$ cat config.mk
export PLATFORM = sky130hd
export DESIGN_NAME = ssi_enc_master
export DESIGN_NICKNAME = d
export VERILOG_FILES = /design/src/rtl/ssi_enc_pkg.sv /design/src/rtl/ssi_us_tick.sv /design/src/rtl/ssi_sync2.sv /design/src/rtl/ssi_frame_ctrl.sv /design/src/rtl/ssi_enc_master.sv
export SDC_FILE = /design/constraint.sdc
export NUM_CORES = 1
export LEC_CHECK = 0
export ABC_CLOCK_PERIOD_IN_PS = 5400
export BUFFER_PORTS_ARGS = -buffer_cell sky130_fd_sc_hd__buf_2
export CAP_MARGIN = 20
export CORE_MARGIN = 3
export CORE_UTILIZATION = 55
export CTS_CLUSTER_DIAMETER = 150
export DETAILED_ROUTE_END_ITERATION = 8
export MAX_ROUTING_LAYER = met4
export PLACE_DENSITY = 0.78
export SYNTH_ARGS = -nofsm -noshare
export SYNTH_HDL_FRONTEND = slang
export SYNTH_HIERARCHICAL = 1
export SYNTH_SLANG_ARGS = --single-unit
$ cat constraint.sdc
create_clock -name clk -period 5.4 [get_ports clk]
set_input_delay 0 -clock clk [delete_from_list [all_inputs] [get_ports clk]]
set_output_delay 0 -clock clk [all_outputs]
set_load 0.03 [all_outputs]
$ cat src/rtl/ssi_enc_pkg.sv
`timescale 1ns/1ps
package ssi_enc_pkg;
  localparam int VAL_W    = 64;
  localparam int CNT_W    = $clog2(VAL_W) + 1;
  localparam int HALF_W   = 16;
  localparam int REQ_W    = 32;
  localparam int NBITS_LO = 24;
  localparam int HALF_LO  = 8;

  typedef enum logic [2:0] {
    ST_IDLE,
    ST_LATCH,
    ST_HIGH,
    ST_LOW,
    ST_RECOV
  } frame_st_t;

  function automatic logic [CNT_W-1:0] clamp_count(input logic [7:0] f);
    if (f > 8'(VAL_W)) return CNT_W'(VAL_W);
    return f[CNT_W-1:0];
  endfunction

  function automatic logic [HALF_W-1:0] fix_half(input logic [HALF_W-1:0] f);
    return (f == '0) ? HALF_W'(1) : f;
  endfunction
endpackage

$ cat src/rtl/ssi_us_tick.sv
`timescale 1ns/1ps
module ssi_us_tick #(
  parameter int DIV = 125
) (
  input  logic clk,
  input  logic rst,
  input  logic clr,
  output logic tick
);
  generate
    if (DIV > 1) begin : g_cnt
      localparam int CW = $clog2(DIV);
      logic [CW-1:0] cnt;

      always_ff @(posedge clk) begin
        if (rst || clr)                cnt <= '0;
        else if (cnt == CW'(DIV - 1))  cnt <= '0;
        else                           cnt <= cnt + 1'b1;
      end

      assign tick = (cnt == CW'(DIV - 1));


      tick_gap_chk: assert property (@(posedge clk) disable iff (rst)
        tick |=> !tick);
    end else begin : g_pass
      assign tick = 1'b1;
    end
  endgenerate
endmodule

$ cat src/rtl/ssi_sync2.sv
`timescale 1ns/1ps
module ssi_sync2 #(
  parameter int STAGES = 2
) (
  input  logic clk,
  input  logic rst,
  input  logic d,
  output logic q
);
  logic [STAGES-1:0] s;

  always_ff @(posedge clk) begin
    if (rst) s <= '1;
    else     s <= {s[STAGES-2:0], d};
  end

  assign q = s[STAGES-1];
endmodule

$ cat src/rtl/ssi_frame_ctrl.sv
`timescale 1ns/1ps
module ssi_frame_ctrl
  import ssi_enc_pkg::*;
#(
  parameter int REC_US = 30,
  parameter int DUR_W  = 32
) (
  input  logic             clk,
  input  logic             rst,
  input  logic             tick,
  input  logic             data_s,
  input  logic             req_valid,
  input  logic [REQ_W-1:0] req_word,
  output logic             req_ready,
  output logic             accept,
  output logic             busy,
  output logic             sclk,
  output logic             done,
  output logic [VAL_W-1:0] value,
  output logic [DUR_W-1:0] dur_us
);
  frame_st_t         st;
  logic [CNT_W-1:0]  bits_left;
  logic [HALF_W-1:0] half_q;
  logic [HALF_W-1:0] wcnt;
  logic [HALF_W-1:0] target;
  logic [VAL_W-1:0]  shreg;
  logic [DUR_W-1:0]  dur_cnt;
  logic              end_wait;
  logic              rsv_unused;

  assign rsv_unused = ^req_word[HALF_LO-1:0];
  assign req_ready  = (st == ST_IDLE);
  assign busy       = (st != ST_IDLE);
  assign accept     = req_ready && req_valid;
  assign target     = (st == ST_RECOV) ? HALF_W'(REC_US) : half_q;
  assign end_wait   = tick && (wcnt == target - HALF_W'(1));

  always_ff @(posedge clk) begin
    if (rst) begin
      st        <= ST_IDLE;
      sclk      <= 1'b1;
      bits_left <= '0;
      half_q    <= HALF_W'(1);
      wcnt      <= '0;
      shreg     <= '0;
      dur_cnt   <= '0;
      done      <= 1'b0;
      value     <= '0;
      dur_us    <= '0;
    end else begin
      done <= 1'b0;
      if (busy && tick) begin
        dur_cnt <= dur_cnt + DUR_W'(1);
        wcnt    <= end_wait ? '0 : wcnt + HALF_W'(1);
      end
      case (st)
        ST_IDLE: if (req_valid) begin
          st        <= ST_LATCH;
          sclk      <= 1'b0;
          shreg     <= '0;
          dur_cnt   <= '0;
          wcnt      <= '0;
          bits_left <= clamp_count(req_word[NBITS_LO +: 8]);
          half_q    <= fix_half(req_word[HALF_LO +: HALF_W]);
        end
        ST_LATCH: if (end_wait) begin
          sclk <= 1'b1;
          st   <= (bits_left == '0) ? ST_RECOV : ST_HIGH;
        end
        ST_HIGH: if (end_wait) begin
          sclk  <= 1'b0;
          shreg <= {shreg[VAL_W-2:0], data_s};
          st    <= ST_LOW;
        end
        ST_LOW: if (end_wait) begin
          sclk      <= 1'b1;
          bits_left <= bits_left - CNT_W'(1);
          st        <= (bits_left == CNT_W'(1)) ? ST_RECOV : ST_HIGH;
        end
        ST_RECOV: if (end_wait) begin
          st     <= ST_IDLE;
          done   <= 1'b1;
          value  <= shreg;
          dur_us <= dur_cnt + DUR_W'(1);
        end
        default: st <= ST_IDLE;
      endcase
    end
  end


  bits_range_chk: assert property (@(posedge clk) disable iff (rst)
    bits_left <= CNT_W'(VAL_W));


  latch_low_chk: assert property (@(posedge clk) disable iff (rst)
    (st == ST_LATCH) |-> !sclk);
endmodule

$ cat src/rtl/ssi_enc_master.sv
`timescale 1ns/1ps
module ssi_enc_master
  import ssi_enc_pkg::*;
#(
  parameter int CLK_FREQ_HZ = 125_000_000,
  parameter int REC_US      = 30,
  parameter int DUR_W       = 32
) (
  input  logic             clk,
  input  logic             rst,
  input  logic             req_valid,
  output logic             req_ready,
  input  logic [REQ_W-1:0] req_word,
  output logic             ssi_clk_o,
  input  logic             ssi_data_i,
  output logic             busy,
  output logic             rsp_done,
  output logic [VAL_W-1:0] rsp_value,
  output logic [31:0]      rsp_lo,
  output logic [31:0]      rsp_hi,
  output logic [DUR_W-1:0] rsp_dur_us
);
  localparam int TICK_DIV = CLK_FREQ_HZ / 1_000_000;

  logic tick;
  logic accept;
  logic data_s;

  ssi_us_tick #(.DIV(TICK_DIV)) tick_i (
    .clk (clk),
    .rst (rst),
    .clr (accept),
    .tick(tick)
  );

  ssi_sync2 #(.STAGES(2)) sync_i (
    .clk(clk),
    .rst(rst),
    .d  (ssi_data_i),
    .q  (data_s)
  );

  ssi_frame_ctrl #(.REC_US(REC_US), .DUR_W(DUR_W)) ctrl_i (
    .clk      (clk),
    .rst      (rst),
    .tick     (tick),
    .data_s   (data_s),
    .req_valid(req_valid),
    .req_word (req_word),
    .req_ready(req_ready),
    .accept   (accept),
    .busy     (busy),
    .sclk     (ssi_clk_o),
    .done     (rsp_done),
    .value    (rsp_value),
    .dur_us   (rsp_dur_us)
  );

  assign rsp_lo = rsp_value[31:0];
  assign rsp_hi = rsp_value[63:32];


  idle_clk_high_chk: assert property (@(posedge clk) disable iff (rst)
    !busy |-> ssi_clk_o);


  busy_start_chk: assert property (@(posedge clk) disable iff (rst)
    $rose(busy) |-> $past(req_valid));


  done_after_busy_chk: assert property (@(posedge clk) disable iff (rst)
    rsp_done |-> $past(busy));


  done_pulse_chk: assert property (@(posedge clk) disable iff (rst)
    rsp_done |=> !rsp_done);


  rsp_hold_chk: assert property (@(posedge clk) disable iff (rst)
    !rsp_done |-> ($stable(rsp_value) && $stable(rsp_dur_us)));
endmodule

; After elaboration in Yosys (flattened, before gate mapping)
; Index checks and enable logic that the tools add are counted.
[word_totals]
inputBits = 36
out_inout_bits = 164
reg_bits = 245
romBits = 0
elab_cells = 86
n_memories = 0
mem_bits_rw = 0
latchBits = 0
[op_classes]
addsub = 5
n_mux = 34
n_mul = 0
eq_ne = 13
order_cmp = 1
bitwise = 1
div_mod_pow = 0
n_shift = 0
reduce_logical = 20
[op_table]
columns = op, count
row1 = 64-bit two-way mux, 2
row2 = 64-bit case mux with 2 select lines, 1
row3 = 16-bit two-way mux, 6
row4 = 32-bit two-way mux, 3
row5 = "32-bit by 1-bit adder with 32-bit output, second input constant", 1
row6 = 7-bit two-way mux, 4
row7 = 3-bit two-way mux, 7
row8 = "16-bit by 1-bit adder with 16-bit output, second input constant", 1
row9 = 16-bit == test, 1
row10 = 16-bit logical NOT, 1
row11 = "16-bit by 1-bit subtractor with 16-bit output, second input constant", 1
row12 = 3-bit case mux with 5 select lines, 1
row13 = 7-bit case mux with 2 select lines, 1
row14 = "2-bit by 1-bit inequality test with 1-bit output, second input constant", 5
row15 = "8-bit by 7-bit greater-than comparator with 1-bit output, second input constant", 1
row16 = 1-bit two-way mux, 8
row17 = "7-bit by 1-bit adder with 7-bit output, second input constant", 1
row18 = "7-bit by 1-bit == test with 1-bit output, second input constant", 1
row19 = "7-bit == test, second input constant", 1
row20 = 7-bit logical NOT, 1
row21 = "7-bit by 1-bit subtractor with 7-bit output, second input constant", 1
row22 = "3-bit by 2-bit == test with 1-bit output, second input constant", 2
row23 = 3-bit AND reduction, 2
row24 = 3-bit nonzero test, 2
row25 = 13 further kinds, 19

; Logic depth before layout (Yosys ltp)
; Gate-level depths: netlist (run 1).
[depth]
depth_word = 9
ltp_mapped = 18
mapped_depth_nobuf = 11

; By module
; The synthesis (run 1) kept the hierarchy.
[by_module_without_submodules]
columns = module, area_per_inst_um2, n_inst, cells_per_inst, seq_area_each_um2
row1 = ssi_frame_ctrl, 10299.9, 1, 1171, 4724.5
row2 = ssi_enc_master, 480.5, 1, 64, 0.0
row3 = ssi_us_tick, 317.8, 1, 36, 140.1
row4 = ssi_sync2, 52.6, 1, 4, 40.0

; Least setup slack after synthesis (run 1)
; No wires, ideal clock.
[synth_timing]
path_kind = reg2reg
startpoint = register ctrl_i.st[0]
endpoint = register ctrl_i.dur_us[1]
setup_ns = 0.132
setup_slack_ns = 0.684
n_path_buf = 7
t_arrival_ns = 4.584
synth_period_minus_slack_ns = 4.716
stages_incl_launch_ff = 19
path_cell_list = dfxtp_1 clkbuf_1 nor3b_2 clkbuf_1 clkbuf_1 clkbuf_1 buf_1 nor2_1 ha_1 xor2_1 nand2_1 or3_1 a221o_1 or4b_1 or4_1 buf_2 clkbuf_1 o21ai_0 a21oi_1
[synth_between]
elab_chain_cells = 6
[synth_rtl]
columns = item, line
row1 = start: declaration, ssi_frame_ctrl.sv:22  ; frame_st_t st;
row2 = start signal: assignment, ssi_frame_ctrl.sv:69  ; st <= (bits_left == '0) ? ST_RECOV : ST_HIGH;
row3 = start signal: assignment, ssi_frame_ctrl.sv:79  ; st <= (bits_left == CNT_W'(1)) ? ST_RECOV : ST_HIGH;
row4 = 3-bit == test *, "ssi_frame_ctrl.sv:36, ssi_frame_ctrl.sv:57"
row5 = 16-bit two-way mux, ssi_frame_ctrl.sv:36  ; assign target = (st == ST_RECOV) ? HALF_W'(REC_US) : half_q;
row6 = 16-bit by 1-bit subtractor with 16-bit output, ssi_frame_ctrl.sv:37  ; assign end_wait = tick && (wcnt == target - HALF_W'(1));
row7 = 16-bit == test, ssi_frame_ctrl.sv:37
row8 = 1-bit logical AND, ssi_frame_ctrl.sv:37
row9 = 2-bit AND reduction (no source line) *, n/a
row10 = end signal: assignment, ssi_frame_ctrl.sv:85  ; dur_us <= dur_cnt + DUR_W'(1);
row11 = end: declaration, ssi_frame_ctrl.sv:20  ; output logic [DUR_W-1:0] dur_us
; Mark *: on every way between the ends. The rest lies on a longest branch, timed or not.
; A chain may end at the register's enable or synchronous reset.

; Worst setup path after layout (run 1)
[layout_timing]
startpoint = register ctrl_i.st[2]
endpoint = register ctrl_i.value[3]
[layout_between]
elab_chain_cells = 6
[layout_rtl]
columns = item, line
row1 = 3-bit == test *, "ssi_frame_ctrl.sv:36, ssi_frame_ctrl.sv:57"
row2 = 16-bit two-way mux, ssi_frame_ctrl.sv:36
row3 = 16-bit by 1-bit subtractor with 16-bit output, ssi_frame_ctrl.sv:37
row4 = 16-bit == test, ssi_frame_ctrl.sv:37
row5 = 1-bit logical AND, ssi_frame_ctrl.sv:37
row6 = 2-bit AND reduction (no source line) *, n/a
row7 = end signal: assignment, ssi_frame_ctrl.sv:84  ; value <= shreg;
row8 = end: declaration, ssi_frame_ctrl.sv:19  ; output logic [VAL_W-1:0] value,
; Marks and branches as above.

==> impl_metrics.py, run 1 <==
metrics = {
    "sta": {
        "fmax_mhz": 213.6,
        "slew_headroom_pct": 41.26,
        "tightest_slew_ps": 881.1,
        "finalSetupViolCount": 0,
        "setup-tns-final_ps": 0,
        "finalClockSkew_ps": 12.92,
        "rsz0062_at_grt": "no",
        "slew_viol_final": 0,
        "fin_crit_sh_pct": 86.72,
        "hold_viol_final": 0,
        "min_period_ps": 4683,
    },
    "placement": {
        "portBuffers": 191,
        "gp_congestion": 0.9100,
        "placedCellCount": 1581,
        "hpwl_um": 16870,
    },
    "global_routing": {
        "grt_pass1_vias": 8775,
        "track_usage_pct": 24.11,
        "grt-ovfl-total": 0,
        "antenna_found_initial": 0,
        "grt_pass1_wl_um": 43970,
        "grt_start_max_net_pins": 114,
    },
    "worst_setup_path": {
        "rr_worst_depth": 12,
        "crit_path_frequent_cell": "or3b_2",
        "critPathBufInv": 1,
        "critPathCapture": "ctrl_i/value[3]",
        "cp-start-kind": "flop",
        "reg2reg_slack_ps": 720,
        "slowest_delay_ps": 740,
        "cp_slowest_cell": "or4_2",
        "critPathKind": "flop to flop",
        "startpoint": "ctrl_i/st[2]",
        "r2r-start": "ctrl_i/st[2]",
        "cp_max_fo": 68,
        "worstPathArrival_ps": 5040,
        "critPathTopFamily": "simple AND/OR/NAND/NOR gates",
        "crit_required_ps": 5760,
        "crit_chain": "or3b_2 -> nand2_1 -> ha_1 -> or3b_2 -> o311ai_0 -> a21o_1 -> nand4_1 -> or4_4 -> or4_2 -> buf_4 -> o21ai_0 -> a21oi_1",
        "crit_cells": 12,
        "regToRegEndpoint": "ctrl_i/value[3]",
        "end_kind": "flop",
    },
    "drt": {
        "drcViolationCount": 0,
        "vias": 9671,
        "detail-route-antenna-nets": 0,
        "routedWlPerCell_um": 16.21,
        "viasPerCell": 5.840,
        "drt_iter0_drc": 743,
        "totalWireLength_um": 26850,
        "first_pass_iters": 5,
    },
    "die": {
        "ioPinCount": 200,
        "fp-row-count": 51,
        "die_h_um": 148.4,
        "initial_core_util_pct": 56.55,
        "fp.coreArea_um2": 19720,
        "die_area_um2": 22020,
        "chipWidth_um": 148.4,
    },
    "synth": {
        "yosys_register_bits": 245,
        "synth.most_common_cell": "dfxtp_1",
        "synthCells": 1275,
        "ys_seq_area_share_pct": 43.99,
        "synth-simple-area-share_pct": 18.57,
        "synth_area_leader_cell": "dfxtp_1",
        "synth_fa_ha_area_share_pct": 0.7855,
        "synth_top_family_by_area": "compound AO/OA/AOI/OAI gates",
        "synth.distinct_cells": 73,
        "synth_common_cells": "dfxtp_1, a21oi_1, nand3_1",
        "synth_edf_count": 0,
        "mappedNetlistNets": 1318,
        "synth_area_per_cell_um2": 8.746,
        "synthFlopType": "dfxtp_1",
        "synth_area_um2": 11150,
        "synth_top_area_share_pct": 43.99,
        "synth_compound_area_share_pct": 20.64,
        "yosysWarnings": 6,
        "synth_xor_area_share_pct": 6.519,
        "synthMuxAreaShare_pct": 0.5386,
        "async_flop_share_pct": 0,
        "ys_top_cells_by_area": "dfxtp_1, a22o_1, a21oi_1, buf_4, nand3_1",
    },
    "clock_network": {
        "cts_tree": "done",
        "clk_latency_ps": 520,
        "cts-root-buf": "clkbuf_16",
        "cts_resized": 0,
        "numCtsBuffers": 25,
        "holdBufCountCts": 34,
        "cts_htree_levels": 1,
        "path_clk_slew_ps": 60,
        "cts.path.max_buffers": 3,
        "cts_setup_buffers": 0,
        "clock-sinks": 245,
    },
    "run": {
        "max-cap-violations": 0,
    },
    "cells_and_area": {
        "syn_to_final_growth_pct": 14.55,
        "regArea_um2": 4905,
        "final_cells": 1656,
        "n_antenna_cell": 0,
        "fin_util_pct": 64.78,
        "drive_gt1_share_pct": 19.19,
        "multi_input_area_um2": 5268,
        "nets": 1421,
        "nFillCells": 1614,
    },
    "power_and_ir_drop": {
        "ir_drop_v": 0.0002271,
        "p_leak_nw": 4.914,
        "report.power.total_mw": 3.721,
        "power_density_nw_per_um2": 291.3,
    },
    "min_path": {
        "hp-class": "primary input to flop",
        "hold_start": "req_word[31]",
    },
    "status": {
        "status": "complete, no violations",
    },
}
-- layout make-up --
cell class,instances,share of cell area (%)
well taps,265,2.596
multi-input cells,852,41.24
repair buffers,237,11.13
clock buffers,31,5.309
clock inverters,9,0.8326
flip-flops and latches,245,38.40
inverters,17,0.4996
-- worst reg2reg max path, delay by kind of cell (launching register included) --
| kind | cells | cell delay [ps] |
|---|---|---|
| AND/OR/NAND/NOR | 6 | 2390 |
| adder cells (fa/ha/maj) | 1 | 230 |
| buffers and inverters | 1 | 370 |
| flip-flops | 1 | 500 |
| AO/OA/AOI/OAI | 4 | 1050 |
-- metal layers --
| layer | wire length (µm) | GRT usage, % |
|---|---|---|
| met5 | 0 | - |
| met4 | 459 | 6.282 |
| met3 | 1934 | 3.169 |
| met2 | 12190 | 37.43 |
| met1 | 12270 | 33.59 |
-- per-stage QoR --
stage	cell area [µm²]	worst slack (ps)	hold slack, ps
3_5_place_dp	11620	806.3	229.6
5_1_grt	12770	492.4	99.34
6_report	12770	717.3	48.60
4_1_cts	12750	783.4	13.83
3_3_place_gp	11620	883.3	223.4
2_1_floorplan	11150	683.7	97.14
-- cell families after synthesis --
family | Yosys count
buf+inv | 178
simple gates | 400
flops | 245
fa+ha+maj | 7
compound gates | 356
xor+xnor | 83
mux | 6
-- flip-flops by register name, indices dropped and copies added (netlist names) --
name and flops:
ctrl_i/dur_cnt 32, ctrl_i/st 3, ctrl_i/done 1, ctrl_i/half_q 16, sync_i/s 2, ctrl_i/wcnt 16, ctrl_i/bits_left 7, ctrl_i/sclk 1
ctrl_i/shreg 64, ctrl_i/value 64, tick_i/g_cnt.cnt 7, ctrl_i/dur_us 32
-- how the worst min path moves through the flow --
stage                     slack [ps]  cells past startpoint                   to
final                             50                      6  ctrl_i/bits_left[6]
after global placement           220                      2     ctrl_i/half_q[7]
after floorplan                  100                      1          sync_i/s[0]
after detailed placement         230                      2     ctrl_i/half_q[6]
after global routing             100                      6  ctrl_i/bits_left[6]
after CTS                         10                      6  ctrl_i/bits_left[6]
-- power breakdown --
| group | switching, mW | total [mW] | internal [mW] |
|---|---|---|---|
| logic | 0.125 | 0.204 | 0.0789 |
| registers | 0.0208 | 1.84 | 1.82 |
| clock network | 0.697 | 1.68 | 0.979 |
| total | 0.843 | 3.72 | 2.88 |
-- cells in the final DEF, fill, tap and decap left out, drive strengths merged, types with 5 or more instances in the layout --
cell type / count
dfxtp: 245
buf: 203
a21oi: 125
nand3: 102
nor2: 95
o21ai: 86
a22o: 74
nand2: 66
xnor2: 42
xor2: 41
a211oi: 34
dlygate4sd3: 34
clkbuf: 31
nor3: 24
inv: 17
nand4: 16
nor4: 16
or3: 14
and3: 14
or4: 12
or2: 9
ha: 7
mux2i: 6
and2: 6
nand2b: 5
No activity file was read; power rests on OpenSTA's default activity.
==> run 2: changes to the inputs <==
- PLACE_DENSITY: 0.78 -> 0.79
==> impl_metrics.py, run 2 (synthesis results as in run 1) <==
metrics = {
    "die": {
        "fp.coreArea_um2": 19720,
        "die_area_um2": 22020,
        "chipWidth_um": 148.4,
        "ioPinCount": 200,
        "die_h_um": 148.4,
        "initial_core_util_pct": 56.55,
        "fp-row-count": 51,
    },
    "cells_and_area": {
        "final_common_cell": "dfxtp_1",
        "layout_common_cells": "dfxtp_1, buf_2, a21oi_1, nand3_1, nor2_1",
        "syn_to_final_growth_pct": 15.82,
        "n_antenna_cell": 0,
        "drive_gt1_share_pct": 19.50,
        "top_regs": "ctrl_i/shreg (64), ctrl_i/value (64)",
        "fin_area_um2": 12910,
        "final_cells": 1665,
        "nets": 1425,
    },
    "worst_setup_path": {
        "crit_required_ps": 5750,
        "end_kind": "flop",
        "critPathKind": "flop to flop",
        "cp-start-kind": "flop",
        "rr_worst_depth": 13,
        "cp_max_fo": 31,
        "worstPathArrival_ps": 5040,
        "reg2reg_slack_ps": 720,
    },
    "sta": {
        "setup_ws_ps": 716.3,
        "finalClockSkew_ps": 24.39,
        "min_period_ps": 4684,
        "fmax_mhz": 213.5,
        "setup-tns-final_ps": 0,
        "fin_crit_sh_pct": 86.73,
        "hold_viol_final": 0,
        "slew_viol_final": 0,
        "tightest_slew_ps": 964.7,
        "slew_headroom_pct": 35.68,
        "rsz0062_at_grt": "no",
        "finalSetupViolCount": 0,
        "hold_ws_ps": 28.99,
    },
    "drt": {
        "drcViolationCount": 0,
        "vias": 9802,
        "viasPerCell": 5.887,
        "first_pass_iters": 5,
        "detail-route-antenna-nets": 0,
        "totalWireLength_um": 27580,
        "routedWlPerCell_um": 16.57,
        "drt_iter0_drc": 769,
    },
    "placement": {
        "hpwl_um": 17140,
        "portBuffers": 191,
        "dpl_cell_area_um2": 11620,
        "pre_cts_ws_ps": 771.3,
        "placedCellCount": 1583,
        "gp_congestion": 0.8981,
    },
    "min_path": {
        "hp-class": "primary input to flop",
        "min_delay_path_depth": 5,
    },
    "clock_network": {
        "cts-root-buf": "clkbuf_16",
        "clk_latency_ps": 520,
        "numCtsBuffers": 26,
        "cts_tree": "done",
        "cts_setup_buffers": 0,
        "path_clk_slew_ps": 60,
        "clock-sinks": 245,
        "cts_htree_levels": 1,
        "cts.path.max_buffers": 3,
        "cts_resized": 0,
    },
    "global_routing": {
        "grt_pass1_vias": 9156,
        "grt_start_max_net_pins": 86,
        "grt-ovfl-total": 0,
        "grt_pass1_wl_um": 46000,
        "antenna_found_initial": 0,
        "track_usage_pct": 25.30,
    },
    "status": {
        "status": "complete, no violations",
    },
    "power_and_ir_drop": {
        "power_density_nw_per_um2": 306.5,
        "p_leak_nw": 4.996,
        "ir_drop_v": 0.0002191,
    },
    "run": {
        "max-cap-violations": 0,
    },
}
## run 2: changes by cell type in the layout (fill, tap and decap cells not counted), moves of 2 or more
cell,change
dlygate4sd3_1,+2
clkbuf_16,+2
buf_4,+3
bufinv_16,+3
## run 2: worst paths after layout
| path | from | end |
|---|---|---|
| hold / removal | req_valid | ctrl_i/st[1] |
| hold reg to reg | sync_i/s[1] | ctrl_i/shreg[0] |
| setup / recovery | ctrl_i/st[2] | ctrl_i/dur_us[24] |
| setup reg to reg | ctrl_i/st[2] | ctrl_i/dur_us[24] |
## run 2: power by group
| part | switching (mW) | leakage, nW | total, mW | internal (mW) |
|---|---|---|---|---|
| Combinational | 0.124 | 2.57 | 0.204 | 0.0797 |
| Clock | 0.709 | 0.453 | 1.91 | 1.20 |
| Sequential | 0.0220 | 1.98 | 1.84 | 1.82 |
## run 2: worst max-delay path: stages (launching register included)
cell      delay, ps
dfxtp_1         480
or3b_2          500
nand2_1          90
ha_1            220
or3b_2          510
o311ai_0        450
a21o_1          200
nand4_1          70
or4_4           450
or4_2           700
buf_4           270
nor2_2          110
buf_4           340
a211oi_1        130
## run 2: layout make-up
class / count / area (µm²)
fillers: 1611 / 6803
multi-input cells: 852 / 5268
flip-flops and latches: 245 / 4905
repair buffers: 240 / 1416
clock buffers: 35 / 745.7
well taps: 265 / 331.6
clock inverters: 11 / 185.2
inverters: 17 / 63.81
## run 2: stage by stage
stage	utilization (%)	power [mW]
5_1_grt	65.50	4.090
3_3_place_gp	58.95	2.058
4_1_cts	65.50	3.989
2_1_floorplan	-	2.009
3_5_place_dp	58.95	2.061
6_report	65.50	3.958
## run 2: repair_timing
item                                    4_1_cts  5_1_grt
endpoints found under the setup margin        0        0
hold endpoints to repair                     41        0
hold buffers                                 36        0
## run 2: per-layer routing
| layer | vias up | global-route usage (%) | routed length (µm) |
|---|---|---|---|
| met5 | - | - | 0 |
| met4 | 0 | 5.589 | 486 |
| met3 | 38 | 2.986 | 1724 |
| met2 | 371 | 40.63 | 13170 |
| met1 | 4688 | 34.76 | 12200 |
| li1 | 4705 | - | - |
==> run 3: changes to the inputs <==
- ABC_CLOCK_PERIOD_IN_PS: 5400 -> 4170
- CORE_UTILIZATION: 55 -> 51
- PLACE_DENSITY: 0.79 -> 0.77
- clock period: 5.4 -> 4.17 ns (I/O delays scaled with it)
==> impl_metrics.py, run 3 (synthesis results as in run 1) <==
metrics = {
    "worst_setup_path": {
        "crit_path_frequent_cell": "or4_4",
        "critPathBufInv": 0,
        "cp-start-kind": "flop",
        "worstPathArrival_ps": 4340,
        "cp_max_fo": 14,
        "slowest_delay_ps": 550,
        "critPathTopFamily": "simple AND/OR/NAND/NOR gates",
        "crit_chain": "or3b_4 -> nand2_2 -> ha_4 -> or4b_1 -> or4_1 -> nand3_1 -> nand4_1 -> or4_4 -> or4_4 -> o21ai_4 -> nor2_1",
        "crit_required_ps": 4560,
        "cp_slowest_cell": "or4_4",
        "critPathKind": "flop to flop",
        "end_kind": "flop",
    },
    "drt": {
        "wl_met3_um": 1907,
        "viasPerCell": 5.804,
        "vias": 9757,
        "drt_iter0_drc": 607,
        "drcViolationCount": 0,
        "met1_length_um": 12490,
        "routedWlPerCell_um": 16.72,
        "top_layer_used": "met4",
        "detail-route-antenna-nets": 0,
        "first_pass_iters": 5,
        "routed-wl-met2_um": 13230,
        "totalWireLength_um": 28110,
    },
    "power_and_ir_drop": {
        "report.power.total_mw": 5.322,
        "p_leak_nw": 5.077,
        "power_density_nw_per_um2": 404.4,
        "power_frac_seq_pct": 44.8,
        "internal_power_mw": 4.171,
        "p_sw_mw": 1.151,
        "p_clk_share_pct": 50.0,
        "ir_drop_v": 0.0002612,
        "p_sw_share_pct": 21.62,
        "pwr-share-comb_pct": 5.2,
    },
    "run": {
        "max-cap-violations": 0,
    },
    "min_path": {
        "hp-class": "primary input to flop",
    },
    "sta": {
        "tightest_slew_ps": 1106,
        "setup_ws_ps": 218.5,
        "rsz0062_at_grt": "no",
        "finalClockSkew_ps": 10.31,
        "fin_crit_sh_pct": 94.76,
        "setup-tns-final_ps": 0,
        "finalSetupViolCount": 0,
        "fmax_mhz": 253.1,
        "min_period_ps": 3951,
        "slew_headroom_pct": 26.25,
        "hold_viol_final": 0,
        "slew_viol_final": 0,
    },
    "global_routing": {
        "grt-ovfl-total": 0,
        "grt_start_max_net_pins": 114,
        "grt_pass1_wl_um": 45500,
        "track_usage_pct": 23.09,
        "grt_pass1_vias": 8926,
        "antenna_found_initial": 0,
    },
    "cells_and_area": {
        "syn_to_final_growth_pct": 18.01,
        "multi_input_area_um2": 5320,
        "n_antenna_cell": 0,
        "top_regs": "ctrl_i/shreg (64), ctrl_i/value (64)",
        "layout_common_cells": "dfxtp_1, buf_2, a21oi_1, nand3_1, nor2_1",
        "final_common_cell": "dfxtp_1",
        "final_cells": 1681,
        "nets": 1428,
        "nFillCells": 1772,
        "drive_gt1_share_pct": 20.63,
        "fin_area_um2": 13160,
        "regArea_um2": 4908,
    },
    "die": {
        "fp-row-count": 53,
        "ioPinCount": 200,
        "fp.coreArea_um2": 21220,
        "initial_core_util_pct": 52.55,
        "chipWidth_um": 153.9,
        "die_area_um2": 23670,
        "die_h_um": 153.9,
    },
    "placement": {
        "pre_cts_ws_ps": 208.8,
        "dpl_cell_area_um2": 11790,
        "placedCellCount": 1598,
        "portBuffers": 191,
        "hpwl_um": 17460,
        "gp_congestion": 0.8802,
    },
    "clock_network": {
        "clock-sinks": 245,
        "cts_htree_levels": 1,
        "numCtsBuffers": 27,
        "path_clk_slew_ps": 60,
        "cts-root-buf": "clkbuf_16",
        "cts.path.max_buffers": 3,
        "cts_tree": "done",
        "clk_latency_ps": 530,
    },
    "status": {
        "status": "complete, no violations",
    },
}
run 3: worst paths after layout:
kind / depth (start not counted) / endpoint / from / slack (ps)
max reg2reg: 11 / ctrl_i/wcnt[9] / ctrl_i/st[2] / 220
max: 11 / ctrl_i/wcnt[9] / ctrl_i/st[2] / 220
min: 4 / ctrl_i/bits_left[4] / req_word[31] / 40
min reg2reg: 1 / sync_i/s[1] / sync_i/s[0] / 430
run 3: metrics by stage:
step | util, % | hold WS (ps)
finish | 62.01 | 36.42
global route | 62.01 | 78.51
CTS | 61.93 | 10.83
detailed placement | 55.57 | 213.8
global placement | 55.57 | 223.9
floorplan | - | 97.14
run 3: worst register-to-register path, cell delays in order (launching register included):
cell and delay [ps]:
dfxtp_4 400, or3b_4 400, nand2_2 100, ha_4 140
or4b_1 470, or4_1 510, nand3_1 110, nand4_1 100
or4_4 530, or4_4 550, o21ai_4 420, nor2_1 110
run 3: layout make-up:
type / instances / area share [%]
multi-input combinational: 852 / 40.43
sequential: 245 / 37.30
timing repair buffer: 242 / 11.42
clock buffer: 37 / 6.038
tap: 275 / 2.615
clock inverter: 13 / 1.712
inverter: 17 / 0.4849
run 3: timing repair:
action	CTS	global route
buffers inserted	0	0
hold buffers	33	0
hold endpoints to repair	30	0
setup endpoints to repair	0	4
resized for setup	0	3
run 3: power groups by stage:
stage	Clock [mW]	Sequential, mW	Combinational (mW)
3_5_place_dp	0	2.43	0.246
4_1_cts	2.71	2.38	0.271
5_1_grt	2.82	2.39	0.304
3_3_place_gp	0	2.43	0.241
2_1_floorplan	0	2.42	0.185
6_report	2.66	2.38	0.278
run 3: per-layer routing:
layer	track usage [%]	up-vias
li1	-	4741
met1	31.35	4641
met2	37.00	331
met3	3.012	44
met4	5.509	0
met5	-	-
